## src/rtl/bootver_pkg.sv

```systemverilog
// Package: shared phase encoding, status layout and CRC step for the boot verifier.
// Assumes: bytes enter the CRC MSB first, no reflection.
package bootver_pkg;

    typedef enum logic [2:0] {
        PH_PRIMARY   = 3'd0,
        PH_SECONDARY = 3'd1,
        PH_SHADOW    = 3'd2,
        PH_RUN       = 3'd3,
        PH_HALT      = 3'd4
    } phase_e;

    typedef struct packed {
        logic halted;
        logic secondary_used;
        logic primary_ok;
    } status_t;

    localparam logic [31:0] CRC_POLY = 32'h04C1_1DB7;
    localparam logic [31:0] CRC_SEED = 32'hFFFF_FFFF;

    // Advance a CRC-32 register by one byte, MSB first.
    function automatic logic [31:0] crc_step(input logic [31:0] crc_in, input logic [7:0] b);
        logic [31:0] c;
        c = crc_in ^ {b, 24'h0};
        for (int k = 0; k < 8; k++) begin
            c = c[31] ? ((c << 1) ^ CRC_POLY) : (c << 1);
        end
        return c;
    endfunction

endpackage

```

## src/rtl/bootver_walker.sv

```systemverilog
// Byte walker: offset counter that sweeps 0..IMG_BYTES-1 for a scan or a copy.
// Assumes: restart has priority over advance; the counter holds when idle.
module bootver_walker #(
    parameter int IMG_BYTES = 65536,
    localparam int AW = $clog2(IMG_BYTES)
) (
    input  logic          clk,
    input  logic          rst_n,
    input  logic          advance,
    input  logic          restart,
    output logic [AW-1:0] idx,
    output logic          last
);

    localparam logic [AW-1:0] LAST_IDX = AW'(IMG_BYTES - 1);

    // Flag the final offset of the image.
    assign last = (idx == LAST_IDX);

    // Step the offset, or return it to zero at the end of a pass.
    always_ff @(posedge clk) begin
        if (!rst_n) begin
            idx <= '0;
        end else if (restart) begin
            idx <= '0;
        end else if (advance) begin
            idx <= idx + 1'b1;
        end
    end

endmodule

```

## src/rtl/bootver_integrity.sv

```systemverilog
// Integrity unit: accumulates the additive sum and, when built in, the CRC over one image.
// pass_o is valid in the cycle where the last byte is presented on byte_i.
// Assumes: IMG_BYTES >= 5 so the CRC trailer leaves a non-empty body.
module bootver_integrity
    import bootver_pkg::*;
#(
    parameter int IMG_BYTES   = 65536,
    parameter bit CRC_SUPPORT = 1'b1,
    localparam int AW = $clog2(IMG_BYTES)
) (
    input  logic          clk,
    input  logic          rst_n,
    input  logic          use_crc,
    input  logic          en,
    input  logic          clear,
    input  logic [AW-1:0] idx,
    input  logic [7:0]    byte_i,
    output logic          pass_o
);

    localparam logic [AW-1:0] TAIL_START = AW'(IMG_BYTES - 4);

    logic [7:0] sum_q;
    logic [7:0] sum_next;
    logic       sum_pass;

    // Additive check: the sum including the current byte must be zero.
    assign sum_next = sum_q + byte_i;
    assign sum_pass = (sum_next == 8'h00);

    // Running byte sum, cleared between images.
    always_ff @(posedge clk) begin
        if (!rst_n || clear) begin
            sum_q <= '0;
        end else if (en) begin
            sum_q <= sum_next;
        end
    end

    generate
        if (CRC_SUPPORT) begin : g_crc
            logic [31:0] crc_q;
            logic [31:0] tail_q;
            logic [31:0] tail_next;
            logic        in_tail;

            assign in_tail   = (idx >= TAIL_START);
            assign tail_next = {tail_q[23:0], byte_i};

            // Body bytes feed the CRC; the last four bytes build the stored trailer.
            always_ff @(posedge clk) begin
                if (!rst_n || clear) begin
                    crc_q  <= CRC_SEED;
                    tail_q <= '0;
                end else if (en) begin
                    if (in_tail) begin
                        tail_q <= tail_next;
                    end else begin
                        crc_q <= crc_step(crc_q, byte_i);
                    end
                end
            end

            // Pick the verdict for the selected method.
            assign pass_o = use_crc ? (tail_next == crc_q) : sum_pass;
        end else begin : g_sum_only
            // Without the CRC datapath only the additive verdict exists.
            assign pass_o = sum_pass;
        end
    endgenerate

endmodule

```

## src/rtl/bootver_sequencer.sv

```systemverilog
// Sequencer: primary check, fallback to secondary, optional shadow copy, release or halt.
// Assumes: last and pass come from the walker and integrity unit for the current cycle.
module bootver_sequencer
    import bootver_pkg::*;
(
    input  logic    clk,
    input  logic    rst_n,
    input  logic    shadow_en,
    input  logic    last,
    input  logic    pass,
    output phase_e  phase,
    output logic    bank_sel,
    output status_t status,
    output logic    active,
    output logic    scan_en,
    output logic    restart
);

    phase_e phase_next;

    // Phases that consume one ROM byte per cycle.
    assign active  = (phase == PH_PRIMARY) || (phase == PH_SECONDARY) || (phase == PH_SHADOW);
    assign scan_en = (phase == PH_PRIMARY) || (phase == PH_SECONDARY);
    assign restart = active && last;

    // Choose the next phase at the end of each pass.
    always_comb begin
        phase_next = phase;
        if (last) begin
            unique case (phase)
                PH_PRIMARY:   phase_next = pass ? (shadow_en ? PH_SHADOW : PH_RUN) : PH_SECONDARY;
                PH_SECONDARY: phase_next = pass ? (shadow_en ? PH_SHADOW : PH_RUN) : PH_HALT;
                PH_SHADOW:    phase_next = PH_RUN;
                default:      phase_next = phase;
            endcase
        end
    end

    // Phase register with sticky bank and status bits.
    always_ff @(posedge clk) begin
        if (!rst_n) begin
            phase    <= PH_PRIMARY;
            bank_sel <= 1'b0;
            status   <= '0;
        end else begin
            phase <= phase_next;
            if (last && phase == PH_PRIMARY) begin
                if (pass) begin
                    status.primary_ok <= 1'b1;
                end else begin
                    bank_sel              <= 1'b1;
                    status.secondary_used <= 1'b1;
                end
            end
            if (last && phase == PH_SECONDARY && !pass) begin
                status.halted <= 1'b1;
            end
        end
    end

endmodule

```

## src/rtl/dual_image_boot_verifier.sv

```systemverilog
// Top: verifies a primary then a secondary firmware image over a byte ROM port,
// optionally shadows the winner into RAM, then releases the CPU reset or halts.
// Assumes: ROM data is combinational in rom_addr; straps are static while running.
module dual_image_boot_verifier
    import bootver_pkg::*;
#(
    parameter int IMG_BYTES   = 65536,
    parameter bit CRC_SUPPORT = 1'b1,
    localparam int AW = $clog2(IMG_BYTES)
) (
    input  logic          clk,
    input  logic          rst_n,
    input  logic          use_crc,
    input  logic          shadow_en,
    output logic [AW:0]   rom_addr,
    input  logic [7:0]    rom_data,
    output logic          ram_we,
    output logic [AW-1:0] ram_addr,
    output logic [7:0]    ram_wdata,
    output logic          cpu_rst_n,
    output logic          bank_sel,
    output logic [2:0]    boot_status
);

    phase_e        phase;
    status_t       status;
    logic          active;
    logic          scan_en;
    logic          restart;
    logic          last;
    logic          pass;
    logic [AW-1:0] idx;

    bootver_walker #(.IMG_BYTES(IMG_BYTES)) u_walker (
        .clk     (clk),
        .rst_n   (rst_n),
        .advance (active),
        .restart (restart),
        .idx     (idx),
        .last    (last)
    );

    bootver_integrity #(.IMG_BYTES(IMG_BYTES), .CRC_SUPPORT(CRC_SUPPORT)) u_integrity (
        .clk     (clk),
        .rst_n   (rst_n),
        .use_crc (use_crc),
        .en      (scan_en),
        .clear   (restart),
        .idx     (idx),
        .byte_i  (rom_data),
        .pass_o  (pass)
    );

    bootver_sequencer u_seq (
        .clk       (clk),
        .rst_n     (rst_n),
        .shadow_en (shadow_en),
        .last      (last),
        .pass      (pass),
        .phase     (phase),
        .bank_sel  (bank_sel),
        .status    (status),
        .active    (active),
        .scan_en   (scan_en),
        .restart   (restart)
    );

    // ROM address is the selected bank above the walking offset.
    assign rom_addr = {bank_sel, idx};

    // Shadow copy writes each ROM byte to the same RAM offset.
    assign ram_we    = (phase == PH_SHADOW);
    assign ram_addr  = idx;
    assign ram_wdata = rom_data;

    // Release only in the run phase; expose the sticky status.
    assign cpu_rst_n   = (phase == PH_RUN);
    assign boot_status = status;

endmodule

```

## config.mk

```make
export PLATFORM = sky130hd
export DESIGN_NAME = dual_image_boot_verifier
export DESIGN_NICKNAME = d
export VERILOG_FILES = /design/src/rtl/bootver_pkg.sv /design/src/rtl/bootver_walker.sv /design/src/rtl/bootver_integrity.sv /design/src/rtl/bootver_sequencer.sv /design/src/rtl/dual_image_boot_verifier.sv
export SDC_FILE = /design/constraint.sdc
export NUM_CORES = 1
export LEC_CHECK = 0
export BUFFER_PORTS_ARGS = -buffer_cell sky130_fd_sc_hd__buf_2
export CAP_MARGIN = 30
export CORE_ASPECT_RATIO = 0.8
export CORE_MARGIN = 5
export CORE_UTILIZATION = 40
export DETAILED_ROUTE_END_ITERATION = 12
export PLACE_DENSITY_LB_ADDON = 0.12
export SYNTH_ARGS = -nofsm -noshare
export SYNTH_HDL_FRONTEND = slang
export SYNTH_SLANG_ARGS = --single-unit
```

## constraint.sdc

```tcl
create_clock -name clk -period 2.3 [get_ports clk]
set_clock_uncertainty 0.05 [all_clocks]
set_input_delay 0.345 -clock clk [delete_from_list [all_inputs] [get_ports clk]]
set_output_delay 0.345 -clock clk [all_outputs]
set_load 0.005 [all_outputs]
```

=== Word level (Yosys, flattened, before mapping) ===
Cells that the tools add are included.

* Flip-flop bits (word level): 86
* Input port bits: 12
* Output and inout bits: 47
* Logic and storage cells: 59

* Add/subtract/negate cells: 2
* $lt $le $gt $ge: 1
* Eq/ne operators: 5
* Mux-type cells: 13
* Bitwise logic cells: 12
* Reduce and logical (&&, ||, !) cells: 18

{| class="wikitable"
|+ Operator list
! kind !! number
|-
| $mux 27 || 8
|-
| $not 14->14 || 8
|-
| $eq 32x32->1 || 1
|-
| $xor 32x32->32 || 1
|-
| $add 16x1->16 const B || 1
|-
| $eq 16x16->1 const B || 1
|-
| $ge 16x16->1 const B || 1
|-
| $reduce_and 2->1 || 5
|-
| $pmux 3 s3 || 1
|-
| $add 8x8->8 || 1
|-
| $logic_not 8->1 || 1
|-
| $eq 3x2->1 const B || 2
|-
| $logic_and 1x1->1 || 4
|-
| $eq 3x1->1 const B || 1
|-
| $logic_not 3->1 || 1
|-
| $logic_or 1x1->1 || 3
|-
| $mux 3 || 1
|-
| $not 1->1 || 3
|-
| $reduce_bool 3->1 || 1
|-
| $logic_not 1->1 || 2
|-
| $mux 1 || 2
|-
| $mux 2 || 1
|-
| $reduce_or 2->1 || 1
|}

=== Depth between registers and ports, before layout ===
Gate-level depths: netlist (run 1).

* Depth in word-level cells: 17
* Gate-level depth with buffers: 8
* Depth with buffers taken out: 8

=== Hierarchy ===
Synthesis (run 1) repeated with hierarchy kept, for this count alone.

* Cell total of the unflattened synthesis: 550
* Area, all modules: 5121.2 um2

{| class="wikitable"
|+ Modules (own cells, without submodules)
! module !! times used !! cells each !! area each (um2) !! seq. area each (um2)
|-
| bootver_integrity || 1 || 410 || 3875.0 || 1281.2
|-
| bootver_walker || 1 || 85 || 765.7 || 320.3
|-
| bootver_sequencer || 1 || 28 || 271.5 || 120.1
|-
| dual_image_boot_verifier || 1 || 27 || 209.0 || 0.0
|}

=== Worst setup path after synthesis (run 1) ===
No wires, ideal clock.

* Kind: input-to-reg
* Start: input port rom_data[0]
* End: register u_seq.phase[1]
* Library setup time: 0.058 ns
* Arrival: 2.242 ns
* Data required time: 2.192 ns
* Setup slack: -0.051 ns
* Cell stages on the path: 8
* Path buffers: 0
* Cells stage by stage: ha_1 fa_1 a211oi_1 nor2_1 xor2_1 nor4_1 a211o_1 o211a_1

* Cells in the longest elaborated chain, start to end: 5
* Elaborated cells between the ends (all ways): 7
* Those cells by class: add/sub: 1; eq/ne: 1; mux: 4; reduce/logical: 1

{| class="wikitable"
|+ RTL lines
! item !! RTL line !! source
|-
| start, declared || dual_image_boot_verifier.sv:16 || <nowiki>input logic [7:0] rom_data,</nowiki>
|-
| $add 8x8->8 || bootver_integrity.sv:28 || <nowiki>assign sum_next = sum_q + byte_i;</nowiki>
|-
| $logic_not 8->1 || bootver_integrity.sv:29 || <nowiki>assign sum_pass = (sum_next == 8'h00);</nowiki>
|-
| $mux 1 (*) || bootver_integrity.sv:65 || <nowiki>assign pass_o = use_crc ? (tail_next == crc_q) : sum_pass;</nowiki>
|-
| $mux 3 or $mux 2 (tied branches) || bootver_sequencer.sv:32, bootver_sequencer.sv:31 ||
|-
| $pmux 3 s3 (*) || bootver_sequencer.sv:30 || <nowiki>unique case (phase)</nowiki>
|-
| end signal, assigned || bootver_sequencer.sv:46 || <nowiki>phase <= phase_next;</nowiki>
|-
| end, declared || bootver_sequencer.sv:11 || <nowiki>output phase_e phase,</nowiki>
|}

Every way passes the cells marked *; elsewhere a longest branch is shown, timed or not.
A chain may end at the register's enable or synchronous reset.

=== Worst setup path in the final report (run 1) ===
* Start: register u_integrity.sum_q[2]
* End: register u_seq.phase[0]

* Cells in the longest elaborated chain, start to end: 5
* Elaborated cells between the ends (all ways): 6
* Those cells by class: add/sub: 1; mux: 4; reduce/logical: 1

{| class="wikitable"
|+ RTL lines
! item !! RTL line !! source
|-
| start, declared || bootver_integrity.sv:23 || <nowiki>logic [7:0] sum_q;</nowiki>
|-
| start signal, assigned || bootver_integrity.sv:36 || <nowiki>sum_q <= sum_next;</nowiki>
|-
| $add 8x8->8 (*) || bootver_integrity.sv:28 ||
|-
| $logic_not 8->1 (*) || bootver_integrity.sv:29 ||
|-
| $mux 1 (*) || bootver_integrity.sv:65 ||
|-
| $mux 3 or $mux 2 (tied branches) || bootver_sequencer.sv:32, bootver_sequencer.sv:31 ||
|-
| $pmux 3 s3 (*) || bootver_sequencer.sv:30 ||
|}

Marked as above.

==> impl_metrics.ini, run 1 <==
[timing]
post-route-min-period_ns = 2.39
whs_ns = 0.300
finalWorstSetupSlack_ns = -0.0854
rsz0062_at_grt = true
tightest_slew_ns = 0.485
fin_crit_sh_pct = 104
max_freq_ghz = 0.419
finalSetupViolCount = 3
hold_violations = 0
maxSlewViolCount = 0
maxSlewHeadroom_pct = 67.4

[detailed_routing]
first_iter_violations = 194
ant_nets = 0
dr_total_vias = 3755
via_per_inst = 4.97
post_drt_wl_per_cell_um = 16.1
wl_um = 12100
first_pass_iters = 4
route.detailed.drc = 0

[synth]
syn_avg_cell_area_um2 = 9.39
synth_area_leaders = dfxtp_1 (35%), xor2_1 (10%), xnor2_1 (8.3%)
yosys.area.top_type = dfxtp_1
async_reset_ff_share_pct = 0
synth_edf_count = 0
synth_most_common_cell = dfxtp_1
synth_top_area_share_pct = 34.7
synthDistinctLibCells = 50
synth_seq_cells = 86
yosys_warnings = 0
seq_area_frac_synth_pct = 34.7
synth_cells = 528
syn_nets = 550
synth_ff_type = dfxtp_1
mappedNetlistArea_mm2 = 0.00496
ys_top_cells_by_count = dfxtp_1 (86), xor2_1 (59), nand2_1 (57)

[global_route]
antenna_found_initial = 0
grt_pass1_wl_um = 19600
grt_overflow = 0
grt_pass1_vias = 3609
grt_max_degree = 65
track_usage_pct = 17.0

[cells_and_area]
utilization_pct = 49.7
diodes = 0
fin_nets = 620
area_growth_pct = 21.9
final_cells = 755
nFillCells = 1163
drive_gt1_share_pct = 26.9

[pwr]
pwr-share-clk_pct = 21.9
seq_power_share_pct = 27.3
internal_power_mw = 4.97
vdd_drop_max_mv = 0.570
power_density_mw_per_mm2 = 1300
finalPower_mw = 7.83
p_sw_mw = 2.86
switching_share_pct = 36.5
combPwrFrac_pct = 50.8
p_leak_nw = 2.40

[status]
failed_checks = negative setup slack
status = finished with violations

[setup_path]
cp-startpoint = u_integrity.sum_q[2]
crit_chain = ha_1 > a211oi_2 > buf_4 > or4_4 > nand3_4 > nor4_4 > a211o_1 > o211a_1
slowest_delay_ns = 0.52
cp.depth = 8
crit_slowest_cell = or4_4
rrSetupSlack_ns = -0.09
worstReg2RegEnd = u_seq.phase[0]
required_ns = 2.48
cp-start-kind = register
cp_max_fo = 5
critPathBufInv = 1
worstSetupEndpoint = u_seq.phase[0]
cp_top_family = compound AO/OA/AOI/OAI gates
arrival_ns = 2.57
r2r-start = u_integrity.sum_q[2]
worstSetupPathType = reg2reg
worstSetupEndpointType = register
worstRegToRegCells = 8

[clocking]
cts_hold_buffers = 0
clock_latency_ns = 0.35
cts.clk_slew.worst_paths_ns = 0.06
cts_buffer_depth = 2
numClockSinks = 86
cts_root_buf = clkbuf_16
cts_buffers = 9
cts_tree = built
cts_max_level = 3

[place]
dp_hpwl_um = 8840
place_congestion = 0.839
pre_cts_slack_ns = -0.464
io_buffers = 58
placed_cells = 735

[die]
fp.dieW_um = 134
die_h_um = 110
rows = 36
dieArea_mm2 = 0.0147
io_pins = 59
core_mm2 = 0.0122
start_util_pct = 40.8

[hold_path]
hp-class = in2reg

[job]
max_cap_violations = 0
## worst reg2reg max path: cells and delay by family (launching register included)
kind / cells / cell delay, ns
AO/OA/AOI/OAI: 3 / 0.70
adder cells (fa/ha/maj): 1 / 0.37
flip-flops: 1 / 0.32
AND/OR/NAND/NOR: 3 / 0.69
buffers and inverters: 1 / 0.14
## area by class of cell
cell class                 instances  area, µm²  area share (%)
multi-input combinational        387       3040            50.4
clock inverter                     5        106            1.76
timing repair buffer             107        708            11.7
sequential                        86       1720            28.5
tap                              152        190            3.15
inverter                           7       26.3           0.435
clock buffer                      11        243            4.02
## flip-flops by register name (all words and copies together), names as in the netlist
name	cells
u_walker.idx	16
u_integrity.sum_q	8
u_integrity.g_crc.crc_q	32
u_seq.phase	3
u_seq.status	2
u_integrity.g_crc.tail_q	24
u_seq.bank_sel	1
## layout by cell type, fill, tap and decap left out, types with 8 or more instances in the layout
master,count
dfxtp_1,84
xor2_1,58
buf_2,58
nand2_1,57
nor2_1,48
xnor2_1,47
buf_4,45
o211ai_1,30
mux2i_1,24
xnor2_2,10
a21oi_1,9
clkbuf_16,9
nand4_1,8
## power groups by stage
stage	Combinational [mW]	Clock [mW]	Sequential [mW]
4_1_cts	3.89	1.75	2.14
6_report	3.98	1.71	2.14
3_5_place_dp	3.77	0	2.17
2_1_floorplan	2.96	0	2.11
5_1_grt	4.31	1.80	2.18
3_3_place_gp	3.76	0	2.15
## timing repair
item | 4_1_cts | 5_1_grt
resized for setup | 9 | 9
hold endpoints to repair | 0 | 0
pin swaps | 9 | 13
setup buffers | 4 | 1
setup endpoints to repair | 6 | 6
## worst min path at each step
| stage | depth (start not counted) | from | slack [ns] | endpoint |
|---|---|---|---|---|
| floorplan | 2 | u_integrity.sum_q[0] | 0.39 | u_integrity.sum_q[0] |
| global placement | 2 | u_seq.status[2] | 0.40 | u_seq.status[2] |
| detailed placement | 2 | u_integrity.sum_q[5] | 0.40 | u_integrity.sum_q[5] |
| CTS | 3 | rst_n | 0.29 | u_seq.status[2] |
| global route | 2 | rst_n | 0.31 | u_seq.phase[1] |
| finish | 2 | rst_n | 0.30 | u_seq.phase[1] |
## per-layer routing
metal / routed length [µm] / global-route usage (%) / vias to the layer above
met3: 449 / 3.93 / 17
li1: - / - / 1904
met5: 0 / 0 / -
met2: 5160 / 25.4 / 70
met1: 6320 / 24.5 / 1764
met4: 197 / 4.94 / 0
## cells by family (layout without fill, tap and decap cells)
family	Yosys count	count (layout)	share of synthesized area (%)
xor+xnor	123	123	25.9
mux	24	24	4.84
simple gates	161	161	15.0
compound gates	69	69	10.2
fa+ha+maj	10	10	2.67
flops	86	86	34.7
buf+inv	55	130	6.59
## metrics by stage
step                      area [µm²]  setup TNS [ns]
after floorplan                 4960               0
after global placement          5550           -1.81
after detailed placement        5550           -2.20
after CTS                       5970          -0.514
after global routing            6040           -1.00
final                           6040          -0.106
Note: power is estimated with default switching activity, not from simulation.
==> run 2: changes to the inputs <==
GPL_TIMING_DRIVEN = 0   (was unset)
MAX_ROUTING_LAYER = met4   (was unset)
PLACE_DENSITY_LB_ADDON = unset   (was 0.12)
==> impl_metrics.ini, run 2 (same netlist as run 1, synthesis figures left out) <==
[timing]
tightest_slew_ns = 0.761
maxSlewViolCount = 0
fin_crit_sh_pct = 98.5
post-route-min-period_ns = 2.27
finalSetupViolCount = 0
max_freq_ghz = 0.441
maxSlewHeadroom_pct = 49.1
rsz0062_at_grt = true
hold_violations = 0
fin_tns_setup_ns = 0

[pwr]
switching_share_pct = 37.7
p_leak_nw = 2.41
internal_power_mw = 4.74
vdd_drop_max_mv = 0.708
p_sw_mw = 2.87
seq_power_share_pct = 28.8
power_density_mw_per_mm2 = 1260
pwr-share-clk_pct = 20.9
combPwrFrac_pct = 50.3

[clocking]
cts_max_level = 3
cts_root_buf = clkbuf_16
cts.clk_slew.worst_paths_ns = 0.06
cts_buffer_depth = 2
numClockSinks = 86
clock_latency_ns = 0.34
cts_hold_buffers = 0
cts_buffers = 9
cts_tree = built

[detailed_routing]
route.detailed.drc = 0
post_drt_wl_per_cell_um = 16.3
first_iter_violations = 199
via_per_inst = 5.06
ant_nets = 0
dr_total_vias = 3847
wl_um = 12400
first_pass_iters = 5

[setup_path]
cp-startpoint = u_integrity.sum_q[1]
cp_top_family = compound AO/OA/AOI/OAI gates
crit_slowest_cell = a2111oi_4
worstSetupEndpoint = u_seq.phase[0]
cp_max_fo = 5
arrival_ns = 2.45
cp-start-kind = register
worstReg2RegEnd = u_seq.phase[0]
cp.depth = 7
worstSetupEndpointType = register
r2r-start = u_integrity.sum_q[1]
worstSetupPathType = reg2reg
rrSetupSlack_ns = 0.03
worstRegToRegCells = 7
required_ns = 2.48
crit_chain = ha_4 > a211o_1 > a2111oi_4 > nor2_2 > xnor2_2 > a211o_4 > o211a_1
slowest_delay_ns = 0.40
critPathBufInv = 0

[cells_and_area]
nFillCells = 1162
area_growth_pct = 22.2
fin_nets = 626
final_cells = 761
final_common_cell = dfxtp_1
reg_top3 = u_integrity.g_crc.crc_q x32, u_integrity.g_crc.tail_q x24, u_walker.idx x16
diodes = 0
drive_gt1_share_pct = 29.2
layout_common_cells = dfxtp_1 (81), buf_2 (67), nand2_1 (57), xor2_1 (57)
largest_reg_flops = 32
largest_register = u_integrity.g_crc.crc_q

[global_route]
grt_overflow = 0
grt_pass1_wl_um = 19800
antenna_found_initial = 0
track_usage_pct = 17.7
grt_pass1_vias = 3693
grt_max_degree = 15

[place]
place_congestion = 0.841
io_buffers = 57
placed_cells = 737
dp_hpwl_um = 9310

[die]
dieArea_mm2 = 0.0147
die_h_um = 110
core_mm2 = 0.0122
start_util_pct = 40.8
fp.dieW_um = 134
io_pins = 59
rows = 36

[hold_path]
hp-class = in2reg

[job]
max_cap_violations = 0

[status]
status = completed
## run 2: cell count changes in the layout (fill, tap and decap cells not counted), sizes merged
| cell | change |
|---|---|
| clkinvlp | -1 |
| bufinv | -1 |
| clkbuf | +9 |
| clkinv | +2 |
| buf | -3 |
## run 2: per-stage QoR
step	utilization, %	worst slack, ns	hold WS, ns	total power, mW	cell area (µm²)
6_report	49.8	0.0334	0.296	7.61	6060
5_1_grt	49.8	-0.0209	0.298	8.10	6060
4_1_cts	48.7	-0.00249	0.280	7.52	5920
3_5_place_dp	44.7	-0.517	0.392	5.76	5440
3_3_place_gp	44.7	-0.471	0.388	5.68	5440
2_1_floorplan	-	0.00845	0.390	5.07	4960
## run 2: layer usage
layer	vias to the layer above	track usage, %	routed length, µm
li1	1925	-	-
met1	1811	24.2	6120
met2	92	26.4	5510
met3	19	3.16	524
met4	0	6.18	258
met5	-	-	0
## run 2: power by group through the flow
| stage | sequential (mW) | combinational (mW) | clock [mW] |
|---|---|---|---|
| detailed placement | 2.23 | 3.53 | 0 |
| CTS | 2.20 | 3.70 | 1.62 |
| global placement | 2.21 | 3.47 | 0 |
| finish | 2.19 | 3.83 | 1.59 |
| global route | 2.23 | 4.19 | 1.69 |
| floorplan | 2.11 | 2.96 | 0 |
## run 2: layout make-up
type	count	area [µm²]	share of cell area (%)
Buffer	48	308	5.08
Clock buffer	11	243	4.01
Clock inverter	5	82.6	1.36
Inverter	7	26.3	0.434
Multi-Input combinational cell	387	3130	51.7
Sequential cell	86	1730	28.5
Tap cell	152	190	3.14
Timing Repair Buffer	65	349	5.76
## run 2: how the worst min path moves through the flow
stage	endpoint	cells past startpoint	from	slack, ns
floorplan	u_integrity.sum_q[0]	2	u_integrity.sum_q[0]	0.39
global placement	u_seq.status[2]	2	u_seq.status[2]	0.39
detailed placement	u_seq.status[2]	2	u_seq.status[2]	0.39
CTS	u_seq.phase[0]	3	shadow_en	0.28
global route	u_seq.phase[0]	3	shadow_en	0.30
finish	u_seq.phase[0]	3	shadow_en	0.30
## run 2: repair_timing
action	in CTS	in global routing
pin swaps	11	6
buffers inserted	7	3
gates cloned	0	0
hold endpoints to repair	0	0
endpoints found under the setup margin	78	78
gates resized for setup	21	30
## run 2: worst min-delay path: cells and delay by family
| kind | cells | cell delay [ns] |
|---|---|---|
| AOI/OAI and AO/OA | 2 | 0.21 |
| buffers and inverters | 1 | 0.09 |
